`src/rtl/sdram_init_pkg.sv`:
```
package sdram_init_pkg;

  // {cs_n, ras_n, cas_n, we_n}
  typedef enum logic [3:0] {
    CMD_LOAD_MODE = 4'b0000,
    CMD_REFRESH   = 4'b0001,
    CMD_PRECHG    = 4'b0010,
    CMD_NOP       = 4'b0111,
    CMD_INHIBIT   = 4'b1111
  } sdr_cmd_e;

  typedef enum logic [3:0] {
    ST_RST,
    ST_WAIT,
    ST_PRE,
    ST_TRP,
    ST_REF1,
    ST_TRFC1,
    ST_REF2,
    ST_TRFC2,
    ST_LMR,
    ST_TMRD,
    ST_DONE
  } seq_state_e;

  localparam int MODE_BITS = 10;

  function automatic int max_of(input int a, input int b);
    return (a > b) ? a : b;
  endfunction

  // Field order is what the memory decodes: BL, BT, CL, OP, WB from bit 0 up.
  function automatic logic [MODE_BITS-1:0] build_mode(
    input logic [2:0] bl, input logic bt, input logic [2:0] cl,
    input logic [1:0] op, input logic wb);
    return {wb, op, cl, bt, bl};
  endfunction

endpackage

```
`src/rtl/init_cycle_timer.sv`:
```
module init_cycle_timer #(
  parameter int CNT_W = 8
) (
  input  logic             clk,
  input  logic             rst,
  input  logic             load,
  input  logic [CNT_W-1:0] load_val,
  input  logic             dec,
  output logic             zero
);

  logic [CNT_W-1:0] cnt_q;

  always_ff @(posedge clk) begin
    if (rst) begin
      cnt_q <= '0;
    end else if (load) begin
      cnt_q <= load_val;
    end else if (dec && (cnt_q != '0)) begin
      cnt_q <= cnt_q - 1'b1;
    end
  end

  assign zero = (cnt_q == '0);

endmodule

```
`src/rtl/init_step_fsm.sv`:
```
module init_step_fsm
  import sdram_init_pkg::*;
#(
  parameter int CNT_W    = 8,
  parameter int WAIT_CYC = 100,
  parameter int T_RP     = 3,
  parameter int T_RFC    = 9,
  parameter int T_MRD    = 2
) (
  input  logic             clk,
  input  logic             rst,
  input  logic             tmr_zero,
  output seq_state_e       st_nxt,
  output logic             tmr_load,
  output logic [CNT_W-1:0] tmr_val,
  output logic             tmr_dec
);

  localparam logic [CNT_W-1:0] LD_WAIT = CNT_W'(WAIT_CYC - 1);
  localparam logic [CNT_W-1:0] LD_RP   = CNT_W'(T_RP - 2);
  localparam logic [CNT_W-1:0] LD_RFC  = CNT_W'(T_RFC - 2);
  localparam logic [CNT_W-1:0] LD_MRD  = CNT_W'(T_MRD - 2);

  seq_state_e st_q;

  always_comb begin
    st_nxt   = st_q;
    tmr_load = 1'b0;
    tmr_val  = '0;
    tmr_dec  = 1'b0;
    unique case (st_q)
      ST_RST: begin
        st_nxt   = ST_WAIT;
        tmr_load = 1'b1;
        tmr_val  = LD_WAIT;
      end
      ST_WAIT: begin
        if (tmr_zero) st_nxt = ST_PRE;
        else          tmr_dec = 1'b1;
      end
      ST_PRE: begin
        st_nxt   = ST_TRP;
        tmr_load = 1'b1;
        tmr_val  = LD_RP;
      end
      ST_TRP: begin
        if (tmr_zero) st_nxt = ST_REF1;
        else          tmr_dec = 1'b1;
      end
      ST_REF1: begin
        st_nxt   = ST_TRFC1;
        tmr_load = 1'b1;
        tmr_val  = LD_RFC;
      end
      ST_TRFC1: begin
        if (tmr_zero) st_nxt = ST_REF2;
        else          tmr_dec = 1'b1;
      end
      ST_REF2: begin
        st_nxt   = ST_TRFC2;
        tmr_load = 1'b1;
        tmr_val  = LD_RFC;
      end
      ST_TRFC2: begin
        if (tmr_zero) st_nxt = ST_LMR;
        else          tmr_dec = 1'b1;
      end
      ST_LMR: begin
        st_nxt   = ST_TMRD;
        tmr_load = 1'b1;
        tmr_val  = LD_MRD;
      end
      ST_TMRD: begin
        if (tmr_zero) st_nxt = ST_DONE;
        else          tmr_dec = 1'b1;
      end
      ST_DONE: st_nxt = ST_DONE;
      default: st_nxt = ST_RST;
    endcase
  end

  always_ff @(posedge clk) begin
    if (rst) st_q <= ST_RST;
    else     st_q <= st_nxt;
  end

endmodule

```
`src/rtl/init_cmd_encoder.sv`:
```
module init_cmd_encoder
  import sdram_init_pkg::*;
#(
  parameter int                   ADDR_W    = 13,
  parameter int                   BA_W      = 2,
  parameter logic [MODE_BITS-1:0] MODE_WORD = '0
) (
  input  logic              clk,
  input  logic              rst,
  input  seq_state_e        st_nxt,
  output logic [3:0]        cmd,
  output logic [ADDR_W-1:0] addr,
  output logic [BA_W-1:0]   ba,
  output logic              done
);

  localparam int A10 = 10;

  logic [ADDR_W-1:0] mode_ext;
  logic [ADDR_W-1:0] prechg_addr;

  // Widen the mode word and build the all-bank precharge pattern.
  for (genvar i = 0; i < ADDR_W; i++) begin : g_addr
    if (i < MODE_BITS) begin : g_mode
      assign mode_ext[i] = MODE_WORD[i];
    end else begin : g_pad
      assign mode_ext[i] = 1'b0;
    end
    assign prechg_addr[i] = (i == A10);
  end

  sdr_cmd_e          cmd_d;
  logic [ADDR_W-1:0] addr_d;
  logic              done_d;

  always_comb begin
    cmd_d  = CMD_NOP;
    addr_d = '0;
    unique case (st_nxt)
      ST_RST:          cmd_d = CMD_INHIBIT;
      ST_PRE: begin
        cmd_d  = CMD_PRECHG;
        addr_d = prechg_addr;
      end
      ST_REF1, ST_REF2: cmd_d = CMD_REFRESH;
      ST_LMR: begin
        cmd_d  = CMD_LOAD_MODE;
        addr_d = mode_ext;
      end
      default:         cmd_d = CMD_NOP;
    endcase
    done_d = (st_nxt == ST_DONE);
  end

  always_ff @(posedge clk) begin
    if (rst) begin
      cmd  <= CMD_INHIBIT;
      addr <= '0;
      ba   <= '0;
      done <= 1'b0;
    end else begin
      cmd  <= cmd_d;
      addr <= addr_d;
      ba   <= '0;
      done <= done_d;
    end
  end

endmodule

```
`src/rtl/sdram_init_seq.sv`:
```
module sdram_init_seq
  import sdram_init_pkg::*;
#(
  parameter int         ADDR_W     = 13,
  parameter int         BA_W       = 2,
  parameter int         WAIT_CYC   = 13300,
  parameter int         T_RP       = 3,
  parameter int         T_RFC      = 9,
  parameter int         T_MRD      = 2,
  parameter logic [2:0] BURST_LEN  = 3'd3,
  parameter logic       BURST_TYPE = 1'b0,
  parameter logic [2:0] CAS_LAT    = 3'd3,
  parameter logic [1:0] OP_MODE    = 2'd0,
  parameter logic       WR_BURST   = 1'b0
) (
  input  logic              clk,
  input  logic              rst,
  output logic              sd_cs_n,
  output logic              sd_ras_n,
  output logic              sd_cas_n,
  output logic              sd_we_n,
  output logic [ADDR_W-1:0] sd_addr,
  output logic [BA_W-1:0]   sd_ba,
  output logic              init_done
);

  localparam int MAX_LD = max_of(max_of(WAIT_CYC, T_RP), max_of(T_RFC, T_MRD));
  localparam int CNT_W  = $clog2(MAX_LD + 1);
  localparam logic [MODE_BITS-1:0] MODE_WORD =
    build_mode(BURST_LEN, BURST_TYPE, CAS_LAT, OP_MODE, WR_BURST);

  seq_state_e       st_nxt;
  logic             tmr_load;
  logic [CNT_W-1:0] tmr_val;
  logic             tmr_dec;
  logic             tmr_zero;
  logic [3:0]       cmd;

  init_cycle_timer #(.CNT_W(CNT_W)) u_timer (
    .clk      (clk),
    .rst      (rst),
    .load     (tmr_load),
    .load_val (tmr_val),
    .dec      (tmr_dec),
    .zero     (tmr_zero)
  );

  init_step_fsm #(
    .CNT_W(CNT_W), .WAIT_CYC(WAIT_CYC), .T_RP(T_RP), .T_RFC(T_RFC), .T_MRD(T_MRD)
  ) u_fsm (
    .clk      (clk),
    .rst      (rst),
    .tmr_zero (tmr_zero),
    .st_nxt   (st_nxt),
    .tmr_load (tmr_load),
    .tmr_val  (tmr_val),
    .tmr_dec  (tmr_dec)
  );

  init_cmd_encoder #(
    .ADDR_W(ADDR_W), .BA_W(BA_W), .MODE_WORD(MODE_WORD)
  ) u_enc (
    .clk    (clk),
    .rst    (rst),
    .st_nxt (st_nxt),
    .cmd    (cmd),
    .addr   (sd_addr),
    .ba     (sd_ba),
    .done   (init_done)
  );

  assign {sd_cs_n, sd_ras_n, sd_cas_n, sd_we_n} = cmd;

endmodule

```
`config.mk`:
```
export PLATFORM = sky130hd
export DESIGN_NAME = sdram_init_seq
export DESIGN_NICKNAME = d
export VERILOG_FILES = /design/src/rtl/sdram_init_pkg.sv /design/src/rtl/init_cycle_timer.sv /design/src/rtl/init_step_fsm.sv /design/src/rtl/init_cmd_encoder.sv /design/src/rtl/sdram_init_seq.sv
export SDC_FILE = /design/constraint.sdc
export NUM_CORES = 1
export LEC_CHECK = 0
export CAP_MARGIN = 20
export CELL_PAD_IN_SITES_DETAIL_PLACEMENT = 0
export CELL_PAD_IN_SITES_GLOBAL_PLACEMENT = 1
export CORE_UTILIZATION = 30
export DETAILED_ROUTE_END_ITERATION = 8
export GPL_TIMING_DRIVEN = 0
export HOLD_SLACK_MARGIN = 0.06
export PLACE_DENSITY = 0.64
export SYNTH_ARGS = -nofsm -noshare
export SYNTH_HDL_FRONTEND = slang
export SYNTH_SLANG_ARGS = --single-unit
```
`constraint.sdc`:
```
create_clock -name clk -period 3.4 [get_ports clk]
set_input_delay 0.85 -clock clk [delete_from_list [all_inputs] [get_ports clk]]
set_output_delay 0.85 -clock clk [all_outputs]
set_load 0.02 [all_outputs]
```
Yosys cells after proc, flatten, opt, wreduce, memory -nomap -nowiden
Cells that the tools add are included.
{"block": "word_totals", "ff_bits": 36, "output_inout_bits": 20}
{"block": "classes", "add_sub_neg": 1, "eq_ne": 15, "muxes": 14, "n_reduce_logical": 10}
{"operator": "4-bit case mux with 11 select lines", "count": 1}
{"operator": "14-bit case mux with 3 select lines", "count": 1}
{"operator": "14-bit 2-to-1 mux", "count": 2}
{"operator": "4-bit by 3-bit == test with 1-bit output, second input constant", "count": 6}
{"operator": "11-bit case mux with 2 select lines", "count": 1}
{"operator": "4-bit == test, second input constant", "count": 5}
{"operator": "4-bit 2-to-1 mux", "count": 5}
{"operator": "4-bit case mux with 4 select lines", "count": 1}
{"operator": "14-bit logical NOT", "count": 1}
{"operator": "14-bit nonzero test", "count": 1}
{"operator": "14-bit by 1-bit subtractor with 14-bit output, second input constant", "count": 1}
{"operator": "4-bit by 2-bit == test with 1-bit output, second input constant", "count": 3}
{"operator": "5-bit OR reduction", "count": 2}
{"operator": "4-bit logical NOT", "count": 2}
{"operator": "4-bit by 1-bit == test with 1-bit output, second input constant", "count": 1}
{"operator": "2-bit OR reduction", "count": 2}
{"operator": "1-bit 2-to-1 mux", "count": 3}
{"operator": "2-bit nonzero test", "count": 1}
{"operator": "1-bit logical AND", "count": 1}

Longest topological paths before layout
{"block": "logic_depth", "word_depth": 6, "mapped_depth": 8, "depth_no_buf": 7}

Cells and area by module
From an unflattened synthesis, not the netlist that was laid out.
{"block": "unflattened", "hier_cells": 177, "area_unflattened_um2": 1570.3}
{"mod": "init_cycle_timer", "n_inst": 1, "cells_per_inst": 101, "area_each_um2": 892.1}
{"mod": "init_cmd_encoder", "n_inst": 1, "cells_per_inst": 35, "area_each_um2": 350.3}
{"mod": "init_step_fsm", "n_inst": 1, "cells_per_inst": 41, "area_each_um2": 327.8}

Least setup slack after synthesis
Ideal clock, no wire load.
{"block": "synth_path", "kind": "flip-flop to flip-flop", "start": "register u_timer.cnt_q[0]", "end": "register u_timer.cnt_q[10]", "t_arrival_ns": 1.687, "required_time_ns": 3.330, "slack_ns": 1.643, "stages_incl_launch_ff": 8, "synth_period_minus_slack_ns": 1.757, "cell_sequence": "dfxtp_1 -> inv_1 -> ha_1 -> nor3b_2 -> and4_4 -> buf_6 -> or4_1 -> a21boi_1"}
{"block": "synth_via", "elab_chain_cells": 5}
{"item": "from (decl)", "line": "init_cycle_timer.sv:12", "text": "logic [CNT_W-1:0] cnt_q;"}
{"item": "from (signal assigned)", "line": "init_cycle_timer.sv:18", "text": "cnt_q <= load_val;"}
{"item": "from (signal assigned)", "line": "init_cycle_timer.sv:20", "text": "cnt_q <= cnt_q - 1'b1;"}
{"item": "parallel branches: the longest is 5 deep, another holds 14-bit by 1-bit subtractor with 14-bit output"}
Several ways; the timed one is not identified. The select of a mux whose other input is x is not followed.
A chain may end at the register's enable or synchronous reset.

Worst setup path in the final report
{"block": "layout_path", "start": "input rst", "end": "register u_timer.cnt_q[0]"}
{"item": "from (decl)", "line": "sdram_init_seq.sv:17", "text": "input logic rst,"}
No word-level cell between the ends.

==> metrics.yaml <==
status: "finished clean"
via_per_inst: 5.26
grt_pass1_wl_mm: 6.57
port_buffers: 11
layout-drive-gt1-share_pct: 17.4
dieWidth_um: 72.5
synth_cells: 171
postCtsSetupRepairBufs: 0
clk_pin_slew_ps: 100
grt.overflow.total: 0
pwr_density_cell_mw_per_mm2: 370
yosysMostFrequentCell: "dfxtp_1"
maxSlewViolCount: 0
avgSynthCellArea_sq_um: 8.71
grtUsageTotal_pct: 16.4
period_share_pct: 71.9
cts.sinks: 25
area_delta_synth_final_pct: 18.6
io_pins: 22
seq_area_sq_um: 500
post_cts_resized: 0
synth_cell_types: 48
yosys-top-cells-area: "dfxtp_1 34%, buf_4 6.5%, a21oi_1 3.7%, o31ai_1 3.0%, o32ai_1 2.9%"
synth_top_area_share_pct: 33.6
fin_worst_skew_ps: 8.53
p_clk_share_pct: 29.0
cts-root-buf: "clkbuf_8"
crit_path_max_fanout: 10
grt_antenna_before_repair: 0
cts_tree: "done"
period_needed_ps: 2450
crit_type: "in2reg"
synth_seq_cells: 25
worst_setup_path_end_kind: "flop"
drt_first_pass_iters: 4
grt_start_max_net_pins: 16
gp_congestion: 0.816
internal_power_mw: 0.447
place_inst: 258
maxClockFrequency_mhz: 409
core_sq_mm: 0.00475
multiInputGateArea_sq_um: 828
cp.arrival_ps: 2600
synth_common_cells: "25 x dfxtp_1, 13 x buf_4, 11 x a21oi_1, 10 x nor2_1, 9 x inv_1"
hold_viol: 0
initial_core_util_pct: 31.3
final_cells: 262
rsz0062_at_grt: "no"
peakVddDrop_mv: 0.231
holdCritPathClass: "reg2reg"
async_flop_share_pct: 0
synth_top_area_cell: "dfxtp_1"
grt_pass1_vias: 1260
drv_cap: 0
nFillCells: 502
setup_viol: 0
p_leak_nw: 0.637
slew_headroom_pct: 33.6
cts_hold_repair.buffers: 0
dieArea_sq_mm: 0.00525
synthesis.area_sq_mm: 0.00149
antenna_cells: 0
rows: 25
worstPathRequired_ps: 3560
ctsHtreeMaxLevel: 1
routedWlPerCell_um: 15.2
cts_buffers: 3
p_sw_share_pct: 31.5
seqPwrFrac_pct: 50.8
finalSetupTns_ps: 0
ant_nets: 0
combPwrFrac_pct: 20.2
cp-start-kind: "primary input"
ys_warn_count: 0
clk-insertion-delay-late_ps: 280
num_vias: 1378
synth_edf_count: 0
yosys_most_used_dff: "dfxtp_1"
cts.path.max_buffers: 2
drc: 0
nNetsFinal: 199
drt-initial-drc-count: 51
synth_seq_area_share_pct: 33.6
p_sw_mw: 0.206
dpl.hpwl_mm: 2.89
die_h_um: 72.5
routed_wl_mm: 3.99
tightest_slew_ps: 987
==> power groups by stage <==
stage	Combinational (mW)	Clock (mW)	Sequential, mW
floorplan	0.101	0	0.333
global placement	0.127	0	0.337
detailed placement	0.130	0	0.337
CTS	0.130	0.192	0.331
global route	0.145	0.205	0.334
finish	0.132	0.190	0.331
==> state kept, by name (all words and copies together), names as in the netlist <==
| register | flops |
|---|---|
| u_timer.cnt_q | 14 |
| u_fsm.st_q | 4 |
| u_enc.cmd | 4 |
| u_enc.done | 1 |
| u_enc.addr | 2 |
==> per-layer routing <==
metal  vias to the layer above  global-route usage [%]  routed length (um)  part of all wire (%)
li1                        674                       -                   -                     -
met1                       664                    21.8                1780                    45
met2                        38                    27.2                2010                    50
met3                         2                    3.47                 181                   4.5
met4                         0                    3.92                  24                  0.60
met5                         -                       0                   0                     0
==> cells by family (layout without fill, tap and decap cells) <==
family,count (synthesis),count (layout),synth area share (%)
XOR/XNOR,2,2,1.18
adder cells (fa/ha/maj),1,1,0.839
AND/OR/NAND/NOR,53,53,23.1
AO/OA/AOI/OAI,55,55,28.0
flip-flops,25,25,33.6
buffers and inverters,34,49,13.1
other,1,10,0.252
==> worst max-delay path: stages <==
cell	delay [ps]
clkdlybuf4s50_1	660
clkbuf_1	510
clkbuf_1	450
nor3_1	120
==> stage by stage <==
| step | worst slack, ps | area (sq um) | power [mW] | hold WS [ps] | util (%) |
|---|---|---|---|---|---|
| floorplan | 1640 | 1520 | 0.435 | 465 | - |
| global placement | 690 | 1720 | 0.464 | 485 | 36.1 |
| detailed placement | 651 | 1720 | 0.467 | 494 | 36.1 |
| CTS | 950 | 1770 | 0.653 | 508 | 37.2 |
| global route | 869 | 1770 | 0.684 | 539 | 37.2 |
| finish | 954 | 1770 | 0.653 | 506 | 37.2 |
==> placed cells by master, fill, tap and decap left out, types with 6 or more instances in the layout <==
master and count:
inv_1 9, nand4_1 6, buf_4 13, nor3_1 6, nor2_1 10, nand2_1 6
clkdlybuf4s50_1 11, a21oi_1 11, conb_1 10, dfxtp_1 25, o21ai_0 6, o31ai_1 6
==> cell type report <==
class	count	area share (%)
Multi-Input combinational cell	121	46.9
Sequential cell	25	28.3
Buffer	24	8.92
Timing Repair Buffer	11	6.23
Tap cell	67	4.75
Clock buffer	3	2.34
Inverter	10	2.12
Clock inverter	1	0.425
==> final timing paths <==
kind / from / to / slack (ps) / depth (start not counted)
max reg2reg: u_timer.cnt_q[0]$_SDFFE_PP0P_ / u_timer.cnt_q[7]$_SDFFE_PP0P_ / 1210 / 7
max: rst / u_timer.cnt_q[0]$_SDFFE_PP0P_ / 950 / 4
min reg2reg: u_timer.cnt_q[12]$_SDFFE_PP0P_ / u_timer.cnt_q[12]$_SDFFE_PP0P_ / 510 / 2
min: u_timer.cnt_q[12]$_SDFFE_PP0P_ / u_timer.cnt_q[12]$_SDFFE_PP0P_ / 510 / 2
Power figures use the tool's default switching activity.
